## src/rtl/netif_cmd_pkg.sv

```systemverilog
package netif_cmd_pkg;
  localparam int SIO_CTRL_BIT = 10;
  localparam int SIO_OUT_BIT  = 9;

  localparam int CW_NOP        = 0;
  localparam int CW_MRST       = 1;
  localparam int CW_LAST       = 2;
  localparam int CW_CLR_DOWN   = 3;
  localparam int CW_LOOP_ON    = 4;
  localparam int CW_LOOP_OFF   = 5;
  localparam int CW_RELAY_ON   = 6;
  localparam int CW_RELAY_OFF  = 7;
  localparam int CW_DISC_ON    = 'o2000;
  localparam int CW_DISC_OFF   = 'o1000;

  typedef enum logic [1:0] {
    DISP_IN_START = 2'b00,
    DISP_CTRL     = 2'b01,
    DISP_OUT_DATA = 2'b10,
    DISP_IN_DATA  = 2'b11
  } disp_e;

  typedef struct packed {
    logic mrst;
    logic last;
    logic clr_down;
    logic loop_on;
    logic loop_off;
    logic relay_on;
    logic relay_off;
    logic disc_on;
    logic disc_off;
  } ctl_cmd_t;
endpackage

```

## src/rtl/netif_ctl_decode.sv

```systemverilog
module netif_ctl_decode
  import netif_cmd_pkg::*;
#(
  parameter int DATA_W = 16
) (
  input  logic              ctl_we,
  input  logic [DATA_W-1:0] ctl_data,
  output ctl_cmd_t          cmd
);
  function automatic logic is_code(input logic [DATA_W-1:0] v, input int code);
    return v == DATA_W'(code);
  endfunction

  always_comb begin
    cmd           = '0;
    cmd.mrst      = ctl_we && is_code(ctl_data, CW_MRST);
    cmd.last      = ctl_we && is_code(ctl_data, CW_LAST);
    cmd.clr_down  = ctl_we && is_code(ctl_data, CW_CLR_DOWN);
    cmd.loop_on   = ctl_we && is_code(ctl_data, CW_LOOP_ON);
    cmd.loop_off  = ctl_we && is_code(ctl_data, CW_LOOP_OFF);
    cmd.relay_on  = ctl_we && is_code(ctl_data, CW_RELAY_ON);
    cmd.relay_off = ctl_we && is_code(ctl_data, CW_RELAY_OFF);
    cmd.disc_on   = ctl_we && is_code(ctl_data, CW_DISC_ON);
    cmd.disc_off  = ctl_we && is_code(ctl_data, CW_DISC_OFF);
  end
endmodule

```

## src/rtl/netif_sio_wake.sv

```systemverilog
module netif_sio_wake
  import netif_cmd_pkg::*;
#(
  parameter int DATA_W = 16
) (
  input  logic              clk,
  input  logic              rst,
  input  logic              sio_we,
  input  logic [DATA_W-1:0] sio_data,
  input  logic              wake_clr,
  input  logic              mrst,
  output logic              ctl_wk_nxt,
  output logic              in_wk_nxt,
  output logic              tx_start
);
  logic ctl_wk_q, in_wk_q;
  logic sel_ctl, sel_in, sel_out;

  assign sel_ctl = sio_we &&  sio_data[SIO_CTRL_BIT] &&  sio_data[SIO_OUT_BIT];
  assign sel_in  = sio_we &&  sio_data[SIO_CTRL_BIT] && !sio_data[SIO_OUT_BIT];
  assign sel_out = sio_we && !sio_data[SIO_CTRL_BIT] &&  sio_data[SIO_OUT_BIT];

  always_comb begin
    ctl_wk_nxt = ctl_wk_q;
    in_wk_nxt  = in_wk_q;
    if (wake_clr) begin
      ctl_wk_nxt = 1'b0;
      in_wk_nxt  = 1'b0;
    end
    if (sel_ctl) ctl_wk_nxt = 1'b1;
    if (sel_in)  in_wk_nxt  = 1'b1;
    if (mrst) begin
      ctl_wk_nxt = 1'b0;
      in_wk_nxt  = 1'b0;
    end
  end

  always_ff @(posedge clk) begin
    if (rst) begin
      ctl_wk_q <= 1'b0;
      in_wk_q  <= 1'b0;
      tx_start <= 1'b0;
    end else begin
      ctl_wk_q <= ctl_wk_nxt;
      in_wk_q  <= in_wk_nxt;
      tx_start <= sel_out && !mrst;
    end
  end
endmodule

```

## src/rtl/netif_wake_dispatch.sv

```systemverilog
module netif_wake_dispatch
  import netif_cmd_pkg::*;
(
  input  logic       clk,
  input  logic       rst,
  input  logic       ctl_wk,
  input  logic       in_wk,
  input  logic       rx_avail,
  input  logic       tx_req,
  output logic       wake,
  output logic [1:0] disp
);
  disp_e code;

  always_comb begin
    if (ctl_wk)        code = DISP_CTRL;
    else if (in_wk)    code = DISP_IN_START;
    else if (rx_avail) code = DISP_IN_DATA;
    else if (tx_req)   code = DISP_OUT_DATA;
    else               code = DISP_IN_START;
  end

  always_ff @(posedge clk) begin
    if (rst) begin
      wake <= 1'b0;
      disp <= 2'b00;
    end else begin
      wake <= ctl_wk | in_wk | rx_avail | tx_req;
      disp <= code;
    end
  end
endmodule

```

## src/rtl/netif_flag_bank.sv

```systemverilog
module netif_flag_bank
  import netif_cmd_pkg::*;
#(
  parameter int DATA_W = 16
) (
  input  logic              clk,
  input  logic              rst,
  input  ctl_cmd_t          cmd,
  input  logic              far_ready,
  output logic              master_rst,
  output logic              last_word,
  output logic              loopback,
  output logic              host_relay,
  output logic              host_rdy_line,
  output logic              discard,
  output logic [DATA_W-1:0] status
);
  localparam int STAT_BITS = 3;

  logic loop_n, relay_n, disc_n, down_q, down_n;
  logic [DATA_W-1:0] status_n;

  always_comb begin
    loop_n  = loopback;
    relay_n = host_relay;
    disc_n  = discard;
    down_n  = down_q;
    if (cmd.loop_on)   loop_n  = 1'b1;
    if (cmd.loop_off)  loop_n  = 1'b0;
    if (cmd.relay_on)  relay_n = 1'b1;
    if (cmd.relay_off) relay_n = 1'b0;
    if (cmd.disc_on)   disc_n  = 1'b1;
    if (cmd.disc_off)  disc_n  = 1'b0;
    if (!far_ready)        down_n = 1'b1;
    else if (cmd.clr_down) down_n = 1'b0;
  end

  assign status_n[2] = down_n;
  assign status_n[1] = !far_ready;
  assign status_n[0] = !relay_n;

  for (genvar i = STAT_BITS; i < DATA_W; i++) begin : g_fill
    assign status_n[i] = 1'b1;
  end

  always_ff @(posedge clk) begin
    if (rst) begin
      loopback      <= 1'b0;
      host_relay    <= 1'b0;
      discard       <= 1'b0;
      down_q        <= 1'b1;
      host_rdy_line <= 1'b0;
      master_rst    <= 1'b0;
      last_word     <= 1'b0;
      status        <= '1;
    end else begin
      loopback      <= loop_n;
      host_relay    <= relay_n;
      discard       <= disc_n;
      down_q        <= down_n;
      host_rdy_line <= relay_n && !loop_n;
      master_rst    <= cmd.mrst;
      last_word     <= cmd.last;
      status        <= status_n;
    end
  end
endmodule

```

## src/rtl/netif_cmd_unit.sv

```systemverilog
module netif_cmd_unit
  import netif_cmd_pkg::*;
#(
  parameter int DATA_W = 16
) (
  input  logic              clk,
  input  logic              rst,
  input  logic              sio_we,
  input  logic [DATA_W-1:0] sio_data,
  input  logic              wake_clr,
  input  logic              ctl_we,
  input  logic [DATA_W-1:0] ctl_data,
  input  logic              tx_req,
  input  logic              rx_avail,
  input  logic              far_ready,
  output logic              wake,
  output logic [1:0]        disp,
  output logic              tx_start,
  output logic              master_rst,
  output logic              last_word,
  output logic              loopback,
  output logic              host_relay,
  output logic              host_rdy_line,
  output logic              discard,
  output logic [DATA_W-1:0] status
);
  ctl_cmd_t cmd;
  logic ctl_wk_nxt, in_wk_nxt;

  netif_ctl_decode #(.DATA_W(DATA_W)) u_dec (
    .ctl_we(ctl_we), .ctl_data(ctl_data), .cmd(cmd)
  );

  netif_sio_wake #(.DATA_W(DATA_W)) u_sio (
    .clk(clk), .rst(rst), .sio_we(sio_we), .sio_data(sio_data),
    .wake_clr(wake_clr), .mrst(cmd.mrst),
    .ctl_wk_nxt(ctl_wk_nxt), .in_wk_nxt(in_wk_nxt), .tx_start(tx_start)
  );

  netif_wake_dispatch u_disp (
    .clk(clk), .rst(rst), .ctl_wk(ctl_wk_nxt), .in_wk(in_wk_nxt),
    .rx_avail(rx_avail), .tx_req(tx_req), .wake(wake), .disp(disp)
  );

  netif_flag_bank #(.DATA_W(DATA_W)) u_flags (
    .clk(clk), .rst(rst), .cmd(cmd), .far_ready(far_ready),
    .master_rst(master_rst), .last_word(last_word), .loopback(loopback),
    .host_relay(host_relay), .host_rdy_line(host_rdy_line),
    .discard(discard), .status(status)
  );
endmodule

```

## config.mk

```make
export PLATFORM = sky130hd
export DESIGN_NAME = netif_cmd_unit
export DESIGN_NICKNAME = d
export VERILOG_FILES = /design/src/rtl/netif_cmd_pkg.sv /design/src/rtl/netif_ctl_decode.sv /design/src/rtl/netif_sio_wake.sv /design/src/rtl/netif_wake_dispatch.sv /design/src/rtl/netif_flag_bank.sv /design/src/rtl/netif_cmd_unit.sv
export SDC_FILE = /design/constraint.sdc
export NUM_CORES = 1
export LEC_CHECK = 0
export ABC_AREA = 1
export BUFFER_PORTS_ARGS = -buffer_cell sky130_fd_sc_hd__buf_4
export CORE_MARGIN = 2
export CORE_UTILIZATION = 42
export CTS_BUF_LIST = sky130_fd_sc_hd__clkbuf_8
export DETAILED_ROUTE_END_ITERATION = 6
export PLACE_DENSITY_LB_ADDON = 0.05
export SYNTH_ARGS = -nofsm -noshare
export SYNTH_HDL_FRONTEND = slang
export SYNTH_SLANG_ARGS = --single-unit
```

## constraint.sdc

```tcl
create_clock -name clk -period 2.3 [get_ports clk]
set_clock_uncertainty 0.1 [all_clocks]
set_input_delay 0.575 -clock clk [delete_from_list [all_inputs] [get_ports clk]]
set_output_delay 0.575 -clock clk [all_outputs]
set_load 0.01 [all_outputs]
```

; ---- Word level (Yosys, flattened, before mapping)
; Cells that the tools add are included.
[totals]
wordCells = 67
output_inout_bits = 26
ff_bits = 29
ramBits = 0
n_memories = 0
latchBits = 0
rom_bits = 0
[op_classes]
n_addsub = 0
n_eq_ne = 9
n_reduce_logical = 24
n_div = 0
order_cmp = 0
mul = 0
n_bitwise = 3
n_shift = 0
mux = 16
[op_table]
columns = op, count
row1 = 16-bit by 3-bit == test with 1-bit output (second input constant), 4
row2 = 16-bit by 2-bit == test with 1-bit output (second input constant), 2
row3 = 16-bit by 1-bit == test with 1-bit output (second input constant), 1
row4 = 16-bit by 10-bit == test with 1-bit output (second input constant), 1
row5 = 16-bit by 11-bit == test with 1-bit output (second input constant), 1
row6 = 1-bit logical AND, 16
row7 = 1-bit 2-to-1 mux, 14
row8 = 1-bit logical NOT, 6
row9 = 2-bit 2-to-1 mux, 2
row10 = 1-bit bitwise OR, 3
row11 = 3-bit OR reduction, 1
row12 = 2-bit OR reduction, 1

; ---- Logic depth before layout (Yosys ltp)
[depth]
word_depth = 7
ltp_mapped = 8
depth_no_buf = 8

; ---- Hierarchy
; Synthesis repeated with hierarchy kept, for this count alone.
[unflattened]
hier_cells = 127
hier_area_um2 = 834.6
[modules_own_cells]
columns = mod, area_per_inst_um2, seq_area_each_um2, instances, cells_each
row1 = netif_flag_bank, 379.1, 180.2, 1, 45
row2 = netif_ctl_decode, 221.5, 0.0, 1, 49
row3 = netif_sio_wake, 131.4, 60.1, 1, 20
row4 = netif_wake_dispatch, 102.6, 60.1, 1, 13

; ---- Worst setup path after synthesis
; Ideal clock, no wire load.
[synth_path]
kind = input -> register
from = input ctl_data[15]
to = register u_disp.wake
n_path_buf = 0
arrival_time_ps = 1220
setup_slack_ps = 857
stages = 6
path_cell_list = nor2_2 -> nand2_2 -> nor2_8 -> nand3_4 -> nand3_1 -> nand3_1
[synth_between]
elab_chain_cells = 6
[synth_lines]
columns = item, line_no
row1 = "start, declared", netif_cmd_unit.sv:12  ; input logic [DATA_W-1:0] ctl_data,
row2 = 16-bit by 1-bit == test with 1-bit output (*), netif_ctl_decode.sv:11  ; return v == DATA_W'(code);
row3 = 1-bit logical AND (*), netif_ctl_decode.sv:16  ; cmd.mrst = ctl_we && is_code(ctl_data, CW_MRST);
row4 = 1-bit 2-to-1 mux, netif_sio_wake.sv:32  ; if (mrst) begin
row5 = 1-bit bitwise OR (*) (3 in series), netif_wake_dispatch.sv:28  ; wake <= ctl_wk | in_wk | rx_avail | tx_req;
row6 = "end signal, assigned", netif_wake_dispatch.sv:28
row7 = "end, declared", netif_wake_dispatch.sv:10  ; output logic wake,
; Every way passes the cells marked *; elsewhere a longest branch is shown, timed or not.
; A chain may end at the register's enable or synchronous reset.

; ---- Worst setup path in the final report
[layout_path]
from = input ctl_data[5]
to = register u_disp.wake
; The elaborated chain is that of the path after synthesis.

==> impl_metrics.env <==
export IMPL_outcome="complete, no violations"
export IMPL_grt_max_degree=11
export IMPL_critPathMaxStageDelay_ns=0.19
export IMPL_numCtsBuffers=3
export IMPL_ctsLongestPathBuffers=2
export IMPL_grt_busiest_layer="met2"
export IMPL_synth_cell_types=25
export IMPL_met3_usage_pct=3.99
export IMPL_min_path_cells=2
export IMPL_rr_worst_depth=4
export IMPL_cts_root_buf="clkbuf_8"
export IMPL_layout_common_cells="buf_4 (38), nand2_1 (17), dfxtp_1 (15), nand3_1 (13), conb_1 (13)"
export IMPL_crit_path_end_kind="flip-flop"
export IMPL_power_mw=0.582
export IMPL_r2r_start="u_sio.ctl_wk_q"
export IMPL_place_gp_congestion=0.834
export IMPL_power_leakage_nw=0.609
export IMPL_cts_max_level=1
export IMPL_die_w_um=49.2
export IMPL_hpwl_mm=1.49
export IMPL_avgSynthCellArea_um2=7.34
export IMPL_cp_max_fo=5
export IMPL_instances_no_fill=184
export IMPL_start_kind="primary input"
export IMPL_p_sw_share_pct=25.2
export IMPL_ir_worst_vdd_uv=273
export IMPL_rsz0062_at_grt="false"
export IMPL_setup_violations=0
export IMPL_ys_flop_type="dfxtp_1"
export IMPL_period_share_pct=61.5
export IMPL_period_needed_ns=1.41
export IMPL_dp_cells=180
export IMPL_clk_latency_ns=0.25
export IMPL_start_util_pct=44.2
export IMPL_port_buffers=38
export IMPL_use_met1_pct=16.8
export IMPL_crit_family="simple AND/OR/NAND/NOR gates"
export IMPL_min_from="u_flags.down_q"
export IMPL_die_area_mm2=0.00242
export IMPL_drt_total_wl_mm=1.72
export IMPL_num_vias=822
export IMPL_crit_start="ctl_data[5]"
export IMPL_max_freq_mhz=707
export IMPL_ys_seq_area_share_pct=35.0
export IMPL_crit_cells=7
export IMPL_synthArstFlopShare_pct=0
export IMPL_p_seq_share_pct=46.2
export IMPL_finalMaxSlewViolations=0
export IMPL_diodes=0
export IMPL_overflow=0
export IMPL_clock_sinks=15
export IMPL_maxCapViolCount=0
export IMPL_internal_power_mw=0.436
export IMPL_path_buf_inv=1
export IMPL_tns_ns=0
export IMPL_cp_cell_sequence="buf_4, nor2_2, nand2_2, nor2_2, nand3_4, nand3_1, nand3_1"
export IMPL_pwr_density_cell_mw_per_mm2=500
export IMPL_postCtsSetupBuffers=0
export IMPL_required_ns=2.33
export IMPL_r2r_setup_slack_ns=1.33
export IMPL_grt_pass1_wl_mm=2.80
export IMPL_num_rows=16
export IMPL_drt_iter0_markers=17
export IMPL_cts_tree="yes"
export IMPL_io_pins=66
export IMPL_cts_hold_buf=0
export IMPL_gr_usage_met2_pct=25.2
export IMPL_ys_warn_count=0
export IMPL_viasPerCell=4.47
export IMPL_antenna_found_initial=0
export IMPL_slowest_stage="nor2_2"
export IMPL_syn_to_final_growth_pct=35.6
export IMPL_hold_violations=0
export IMPL_path_class="in -> reg"
export IMPL_drive_above_1_share_pct=37.6
export IMPL_drcViolationCount=0
export IMPL_gr_usage_all_layers_pct=15.0
export IMPL_post_cts_resized=0
export IMPL_arrival_ns=1.45
export IMPL_routedWlPerCell_um=9.32
export IMPL_synth_edf_count=0
export IMPL_first_global_vias=695
export IMPL_yosys_register_bits=15
export IMPL_synthCells=117
export IMPL_power_switching_mw=0.146
export IMPL_layout_nets=198
export IMPL_core_area_mm2=0.00194
export IMPL_syn_area_um2=858
export IMPL_layout_commonest_cell="buf_4"
export IMPL_die_y_um=49.2
export IMPL_power_frac_comb_pct=17.4
export IMPL_pwr_share_clk_pct=36.4
export IMPL_dr_pass1_iters=4
export IMPL_hold_class="reg -> reg"
export IMPL_detail_route_antenna_nets=0
export IMPL_path_clk_slew_ns=0.06
## worst reg2reg max path, delay by kind of cell, from the launching register on
kind            cells  cell delay [ns]
flops               1             0.31
compound gates      1             0.20
buf+inv             1             0.03
simple gates        2             0.27
## power groups by stage
stage / Combinational (mW) / Clock, mW / Sequential [mW]
after global placement: 0.100 / 0 / 0.275
after global routing: 0.112 / 0.235 / 0.269
after detailed placement: 0.102 / 0 / 0.275
final: 0.101 / 0.212 / 0.269
after floorplan: 0.0592 / 0 / 0.278
after CTS: 0.102 / 0.221 / 0.269
## cells by family after synthesis
| kind of cell | synth area share (%) |
|---|---|
| flip-flops | 35.0 |
| buffers and inverters | 18.4 |
| other | 0.437 |
| AO/OA/AOI/OAI | 3.79 |
| AND/OR/NAND/NOR | 42.4 |
## cell type report
type | count | area [um^2]
Clock buffer | 3 | 41.3
Clock inverter | 1 | 5.00
Fill cell | 193 | 778
Inverter | 14 | 52.6
Multi-Input combinational cell | 86 | 445
Sequential cell | 15 | 300
Tap cell | 27 | 33.8
Timing Repair Buffer | 38 | 285
## path summary, 6_finish.rpt
check,to
worst max-delay path,u_disp.wake
worst min-delay path,u_flags.down_q
worst max register to register,u_disp.wake
worst min register to register,u_flags.down_q
## through the flow
step                      utilization (%)  hold WS (ns)  area (um^2)  setup WS [ns]
final                                59.9         0.367         1160          0.886
after global routing                 59.9         0.392         1160          0.809
after CTS                            59.9         0.381         1160          0.874
after detailed placement             57.5         0.364         1120          0.608
after global placement               57.5         0.342         1120          0.642
after floorplan                         -         0.330          903          0.857
## registers in the layout, indices dropped and copies added, names as in the netlist
name                   cells
u_flags.master_rst         1
u_disp.disp                2
u_flags.host_relay         1
u_flags.discard            1
u_sio.tx_start             1
u_disp.wake                1
u_sio.ctl_wk_q             1
u_flags.loopback           1
u_flags.host_rdy_line      1
u_flags.last_word          1
u_flags.down_q             1
u_flags.status             2
u_sio.in_wk_q              1
## synth_stat cells, types with 2 or more instances
cell type / number / area share [%]
nand2_1: 17 / 7.4
dfxtp_1: 15 / 35
buf_4: 14 / 12
nand3_1: 13 / 7.6
inv_1: 12 / 5.2
nor2_1: 12 / 5.2
nor2_2: 7 / 5.1
nand2_2: 5 / 3.6
nand3b_1: 3 / 2.6
nand4_1: 3 / 2.2
a21oi_1: 2 / 1.2
## metal layers
metal | share of wire, % | vias up | wire length, um
met4 | 3.1 | 0 | 53
met5 | 0 | - | 0
met2 | 48 | 40 | 826
li1 | - | 428 | -
met3 | 9.1 | 6 | 156
met1 | 40 | 348 | 680
(Power assumes the default switching activity.)
